### src/rtl/ata_poll_pkg.sv
package ata_poll_pkg;

  // Status byte bit positions decoded by the classifier
  localparam int STAT_ERR_BIT = 0;
  localparam int STAT_DRQ_BIT = 3;
  localparam int STAT_DF_BIT  = 5;
  localparam int STAT_BSY_BIT = 7;

  typedef enum logic [1:0] {
    RES_OK     = 2'd0,
    RES_FAULT  = 2'd1,
    RES_ERROR  = 2'd2,
    RES_NO_DRQ = 2'd3
  } poll_res_e;

  typedef enum logic {
    SEL_ALT  = 1'b0,
    SEL_STAT = 1'b1
  } rd_sel_e;

  typedef enum logic [1:0] {
    ST_IDLE   = 2'd0,
    ST_SETTLE = 2'd1,
    ST_POLL   = 2'd2
  } poll_st_e;

endpackage

### src/rtl/ata_poll_classify.sv
module ata_poll_classify
  import ata_poll_pkg::*;
#(
  parameter int DW = 8
) (
  input  logic [DW-1:0] status_i,
  output logic [1:0]    code_o
);

  // Priority: error first, then fault, then missing data request
  always_comb begin
    if (status_i[STAT_ERR_BIT])
      code_o = RES_ERROR;
    else if (status_i[STAT_DF_BIT])
      code_o = RES_FAULT;
    else if (!status_i[STAT_DRQ_BIT])
      code_o = RES_NO_DRQ;
    else
      code_o = RES_OK;
  end

endmodule

### src/rtl/ata_poll_timer.sv
module ata_poll_timer #(
  parameter int TMO_W = 16
) (
  input  logic             clk,
  input  logic             rst,
  input  logic             en_i,
  input  logic [TMO_W-1:0] limit_i,
  output logic             expire_o
);

  logic [TMO_W-1:0] cnt_q;

  always_ff @(posedge clk) begin
    if (rst || !en_i)
      cnt_q <= '0;
    else if (cnt_q != limit_i)
      cnt_q <= cnt_q + 1'b1;
  end

  assign expire_o = en_i && (limit_i != '0) && (cnt_q == limit_i);

endmodule

### src/rtl/ata_poll_seq.sv
module ata_poll_seq
  import ata_poll_pkg::*;
#(
  parameter int DW           = 8,
  parameter int SETTLE_READS = 4
) (
  input  logic          clk,
  input  logic          rst,
  input  logic          start_i,
  input  logic          classify_i,
  input  logic          rd_ack_i,
  input  logic [DW-1:0] rd_data_i,
  input  logic [1:0]    cls_code_i,
  input  logic          expire_i,
  output logic          rd_req_o,
  output logic          rd_sel_o,
  output logic          poll_phase_o,
  output logic          busy_o,
  output logic          done_o,
  output logic [1:0]    result_o,
  output logic          timeout_o
);

  localparam int SCW = $clog2(SETTLE_READS + 1);
  localparam logic [SCW-1:0] SETTLE_LAST = SCW'(SETTLE_READS - 1);

  poll_st_e       st_q;
  logic           req_q;
  rd_sel_e        sel_q;
  logic [SCW-1:0] settle_q;
  logic           cls_q;
  logic           done_q;
  logic [1:0]     res_q;
  logic           to_q;
  logic           got_rsp;

  assign got_rsp = req_q && rd_ack_i;

  always_ff @(posedge clk) begin
    if (rst) begin
      st_q     <= ST_IDLE;
      req_q    <= 1'b0;
      sel_q    <= SEL_ALT;
      settle_q <= '0;
      cls_q    <= 1'b0;
      done_q   <= 1'b0;
      res_q    <= RES_OK;
      to_q     <= 1'b0;
    end else begin
      done_q <= 1'b0;
      case (st_q)
        ST_IDLE: begin
          if (start_i) begin
            cls_q    <= classify_i;
            settle_q <= '0;
            sel_q    <= SEL_ALT;
            req_q    <= 1'b1;
            st_q     <= ST_SETTLE;
          end
        end
        ST_SETTLE: begin
          if (got_rsp) begin
            req_q <= 1'b0;
            if (settle_q == SETTLE_LAST) begin
              sel_q <= SEL_STAT;
              st_q  <= ST_POLL;
            end else begin
              settle_q <= settle_q + 1'b1;
            end
          end else if (!req_q) begin
            req_q <= 1'b1;
          end
        end
        ST_POLL: begin
          if (got_rsp) begin
            req_q <= 1'b0;
            if (!rd_data_i[STAT_BSY_BIT]) begin
              done_q <= 1'b1;
              res_q  <= cls_q ? cls_code_i : RES_OK;
              to_q   <= 1'b0;
              st_q   <= ST_IDLE;
            end
          end else if (expire_i) begin
            req_q  <= 1'b0;
            done_q <= 1'b1;
            res_q  <= RES_OK;
            to_q   <= 1'b1;
            st_q   <= ST_IDLE;
          end else if (!req_q) begin
            req_q <= 1'b1;
          end
        end
        default: st_q <= ST_IDLE;
      endcase
    end
  end

  assign rd_req_o     = req_q;
  assign rd_sel_o     = sel_q;
  assign poll_phase_o = (st_q == ST_POLL);
  assign busy_o       = (st_q != ST_IDLE);
  assign done_o       = done_q;
  assign result_o     = res_q;
  assign timeout_o    = to_q;

endmodule

### src/rtl/ata_status_poller.sv
module ata_status_poller #(
  parameter int DW           = 8,
  parameter int SETTLE_READS = 4,
  parameter int TMO_W        = 16
) (
  input  logic             clk,
  input  logic             rst,
  input  logic             start_i,
  input  logic             classify_i,
  input  logic [TMO_W-1:0] timeout_lim_i,
  output logic             rd_req_o,
  output logic             rd_sel_o,
  input  logic             rd_ack_i,
  input  logic [DW-1:0]    rd_data_i,
  output logic             busy_o,
  output logic             done_o,
  output logic [1:0]       result_o,
  output logic             timeout_o
);

  logic [1:0] cls_code;
  logic       poll_phase;
  logic       expire;

  ata_poll_classify #(.DW(DW)) i_classify (
    .status_i (rd_data_i),
    .code_o   (cls_code)
  );

  ata_poll_timer #(.TMO_W(TMO_W)) i_timer (
    .clk      (clk),
    .rst      (rst),
    .en_i     (poll_phase),
    .limit_i  (timeout_lim_i),
    .expire_o (expire)
  );

  ata_poll_seq #(.DW(DW), .SETTLE_READS(SETTLE_READS)) i_seq (
    .clk          (clk),
    .rst          (rst),
    .start_i      (start_i),
    .classify_i   (classify_i),
    .rd_ack_i     (rd_ack_i),
    .rd_data_i    (rd_data_i),
    .cls_code_i   (cls_code),
    .expire_i     (expire),
    .rd_req_o     (rd_req_o),
    .rd_sel_o     (rd_sel_o),
    .poll_phase_o (poll_phase),
    .busy_o       (busy_o),
    .done_o       (done_o),
    .result_o     (result_o),
    .timeout_o    (timeout_o)
  );

endmodule

### config.mk
export PLATFORM = sky130hd
export DESIGN_NAME = ata_status_poller
export DESIGN_NICKNAME = d
export VERILOG_FILES = /design/src/rtl/ata_poll_pkg.sv /design/src/rtl/ata_poll_classify.sv /design/src/rtl/ata_poll_timer.sv /design/src/rtl/ata_poll_seq.sv /design/src/rtl/ata_status_poller.sv
export SDC_FILE = /design/constraint.sdc
export NUM_CORES = 1
export LEC_CHECK = 0
export BUFFER_PORTS_ARGS = -buffer_cell sky130_fd_sc_hd__buf_4
export CORE_MARGIN = 2
export CORE_UTILIZATION = 40
export CTS_BUF_LIST = sky130_fd_sc_hd__clkbuf_8
export DETAILED_ROUTE_END_ITERATION = 8
export PLACE_DENSITY = 0.71
export SYNTH_ARGS = -nofsm -noshare
export SYNTH_HDL_FRONTEND = slang
export SYNTH_SLANG_ARGS = --single-unit
export TNS_END_PERCENT = 5
### constraint.sdc
create_clock -name clk -period 2.9 [get_ports clk]
set_clock_uncertainty 0.2 [all_clocks]
set_input_delay 0.145 -clock clk [delete_from_list [all_inputs] [get_ports clk]]
set_output_delay 0.145 -clock clk [all_outputs]
set_load 0.005 [all_outputs]
==> reports/metrics.yaml <==
final_common_cell: "sky130_fd_sc_hd__buf_4"
num_io_pins: 36
grt_first_pass_wirelength_microns: 6930
fp-row-count: 24
async_set_or_reset_register_ratio_after_synthesis_pct: 0
arrival_ns: 2.35
p_leak_uw: 0.000716
ir_worst_vdd_v: 0.000324
htree_num_levels: 1
max_slew.worst_pin.slew_ns: 0.656
outcome: "complete, no violations"
synth_edf_count: 0
antenna_left: 0
rsz0062_at_grt: "no"
io_buf_count: 31
grt_max_degree: 23
dieHeight_microns: 70.3
synth_top_area_cell: "sky130_fd_sc_hd__dfxtp_1"
worstSkewPairLatency_ns: 0.27
clk_root_buffer_cell: "sky130_fd_sc_hd__clkbuf_8"
synth-seq-cells: 28
crit_start: "i_seq.st_q[1]"
route.detailed.wl_per_inst_microns: 13.6
worstHoldStart: "rd_ack_i"
layout.cells.most_common_list: "sky130_fd_sc_hd__buf_4 (32), sky130_fd_sc_hd__dfxtp_1 (28), sky130_fd_sc_hd__a21oi_1 (23)"
drt_initial_violations: 76
slew_headroom_pct: 56.3
die_width_microns: 70.3
worst_r2r_startpoint: "i_seq.st_q[1]"
worst-path-buf-inv: 3
critical_path.max_stage_delay_ns: 0.56
finalHoldViolCount: 0
ranking_of_synthesized_cells_by_area: "sky130_fd_sc_hd__dfxtp_1 (32%), sky130_fd_sc_hd__xnor2_1 (7.0%), sky130_fd_sc_hd__a21oi_1 (6.6%), sky130_fd_sc_hd__ha_1 (5.0%), sky130_fd_sc_hd__nand3_1 (3.4%)"
max-cap-violations: 0
netlist.area_leader.share_pct: 31.9
numCtsBuffers: 3
total_wire_length_microns: 3890
post_synth_inst_count: 204
number_of_distinct_library_cells_after_synthesis: 47
reg_clk_slew_reported_paths_ns: 0.09
critPathKind: "reg -> reg"
crit_top_cell: "sky130_fd_sc_hd__dlygate4sd3_1"
endpoint_kind: "flip-flop"
first_pass_iters: 4
floorplan.initialDensity_pct: 40.9
postPlaceCellArea_sq_mm: 0.00201
setup_violations: 0
grt.total_usage_pct: 16.7
cellPowerDensity_mw_per_mm2: 467
finalWeightedCongestion: 0.810
synth.yosys.seq_area_share_pct: 31.9
core_region_area_sq_mm: 0.00429
filler_cell_count_in_the_final_layout: 448
period_minus_slack_ns: 2.33
period_share_pct: 80.3
synth_area_per_cell_sq_um: 8.61
gr_overflow_total: 0
postCtsSetupRepairBufs: 0
critical_path_peak_fanout: 7
clkSinkCount: 28
nets: 273
layout.cell_area.non_filler_sq_mm: 0.00210
timing.critical_path.cells: "inv_1, ha_1, nand3_1, dlygate4sd3_1, a21oi_1, dlygate4sd3_1"
route.vias.total: 1618
timing.fmax_ghz: 0.429
insertedDiodeCount: 0
first_global_vias: 1600
slew_viol_final: 0
fraction_of_final_layout_cells_sized_beyond_drive_strength_1_pct: 17.9
synthToLayoutAreaGrowth_pct: 19.4
layout_utilization_pct: 48.9
synth-main-ff-cell: "sky130_fd_sc_hd__dfxtp_1"
dp_hpwl_microns: 2980
fin_tns_setup_ns: 0
worst-endpoint-required_ns: 2.92
fp.dieArea_sq_mm: 0.00494
tritoncts: "yes"
cp-start-kind: "flip-flop"
hold_class: "in -> reg"
cts-root-to-sink-buffers: 2
syn_area_sq_mm: 0.00176
detail_route.vias_per_cell: 5.64
synth.yosys.warnings: 0
cp_top_family: "buffers and inverters"
post-route-drc-count: 0
post_synth_net_total: 240
slowest_stage: "sky130_fd_sc_hd__dlygate4sd3_1"
antenna_found_initial: 0
-- per-stage QoR --
stage | setup WS [ns] | std cells | hold WS [ns] | total power, uW
2_1_floorplan | 0.918 | 204 | 0.107 | 662
3_3_place_gp | 0.644 | 279 | 0.228 | 771
3_5_place_dp | 0.631 | 279 | 0.242 | 777
4_1_cts | 0.559 | 287 | 0.0271 | 992
5_1_grt | 0.406 | 287 | 0.0598 | 1050
6_report | 0.571 | 287 | 0.0327 | 980
-- Yosys cell counts (2+ instances only) --
cell type	count
sky130_fd_sc_hd__o31ai_1	5
sky130_fd_sc_hd__dfxtp_1	28
sky130_fd_sc_hd__nor2b_1	2
sky130_fd_sc_hd__a31oi_1	2
sky130_fd_sc_hd__nand2_1	14
sky130_fd_sc_hd__nand3_1	12
sky130_fd_sc_hd__nor2_1	12
sky130_fd_sc_hd__nand3b_1	2
sky130_fd_sc_hd__mux2i_1	3
sky130_fd_sc_hd__xnor2_2	2
sky130_fd_sc_hd__or3_1	8
sky130_fd_sc_hd__xnor2_1	14
sky130_fd_sc_hd__nand2b_1	6
sky130_fd_sc_hd__buf_2	2
sky130_fd_sc_hd__nor3b_1	2
sky130_fd_sc_hd__o21ai_1	4
sky130_fd_sc_hd__nand4_1	4
sky130_fd_sc_hd__nor4_1	4
sky130_fd_sc_hd__and3_1	2
sky130_fd_sc_hd__buf_6	2
sky130_fd_sc_hd__or4_1	5
sky130_fd_sc_hd__ha_1	7
sky130_fd_sc_hd__clkbuf_1	3
sky130_fd_sc_hd__inv_1	8
sky130_fd_sc_hd__a21oi_1	23
sky130_fd_sc_hd__a41oi_1	3
sky130_fd_sc_hd__o21ai_0	5
-- cell families after synthesis --
kind of cell,Yosys count,synth area share (%)
simple gates,79,25.9
buf+inv,17,4.84
flops,28,31.9
compound gates,53,20.2
xor+xnor,17,10.4
fa+ha+maj,7,4.99
mux,3,1.71
-- layout make-up --
| type | instances | area [sq um] | share of cell area, % |
|---|---|---|---|
| Sequential cell | 28 | 561 | 26.7 |
| Timing Repair Buffer | 37 | 290 | 13.8 |
| Tap cell | 52 | 65.1 | 3.10 |
| Multi-Input combinational cell | 159 | 1110 | 53.0 |
| Clock buffer | 3 | 41.3 | 1.97 |
| Inverter | 8 | 30.0 | 1.43 |
-- path summary, 6_finish.rpt --
kind	to	slack, ns	depth (start not counted)
max	i_seq.cls_q	0.57	6
min	i_seq.result_o[0]	0.03	4
max reg2reg	i_seq.cls_q	0.57	6
min reg2reg	i_seq.timeout_o	0.26	2
-- state kept, by name, summed over array words and instances (netlist names) --
register	cells
i_seq.cls_q	1
i_seq.done_o	1
i_seq.rd_req_o	1
i_seq.rd_sel_o	1
i_seq.result_o	2
i_seq.settle_q	3
i_seq.st_q	2
i_seq.timeout_o	1
i_timer.cnt_q	16
-- report_power, final --
part	total (uW)	internal [uW]	switching [uW]
Combinational	332	153	179
Sequential	442	413	29.4
Clock	205	93.1	112
-- tightest hold or removal path, delay by kind of cell --
family | cells | cell delay [ns]
AO/OA/AOI/OAI | 2 | 0.17
buffers and inverters | 1 | 0.11
AND/OR/NAND/NOR | 1 | 0.05
-- what timing repair did --
action | CTS | global route
hold buffers | 5 | 0
resized for setup | 0 | 0
hold endpoints to repair | 8 | 0
-- per-layer routing --
metal	GRT usage [%]	vias to the layer above	part of all wire, %
li1	-	814	-
met1	22.6	754	46
met2	28.5	45	49
met3	1.88	5	4.4
met4	4.06	0	0.64
met5	0	-	0
Note: power is estimated with default switching activity, not from simulation.
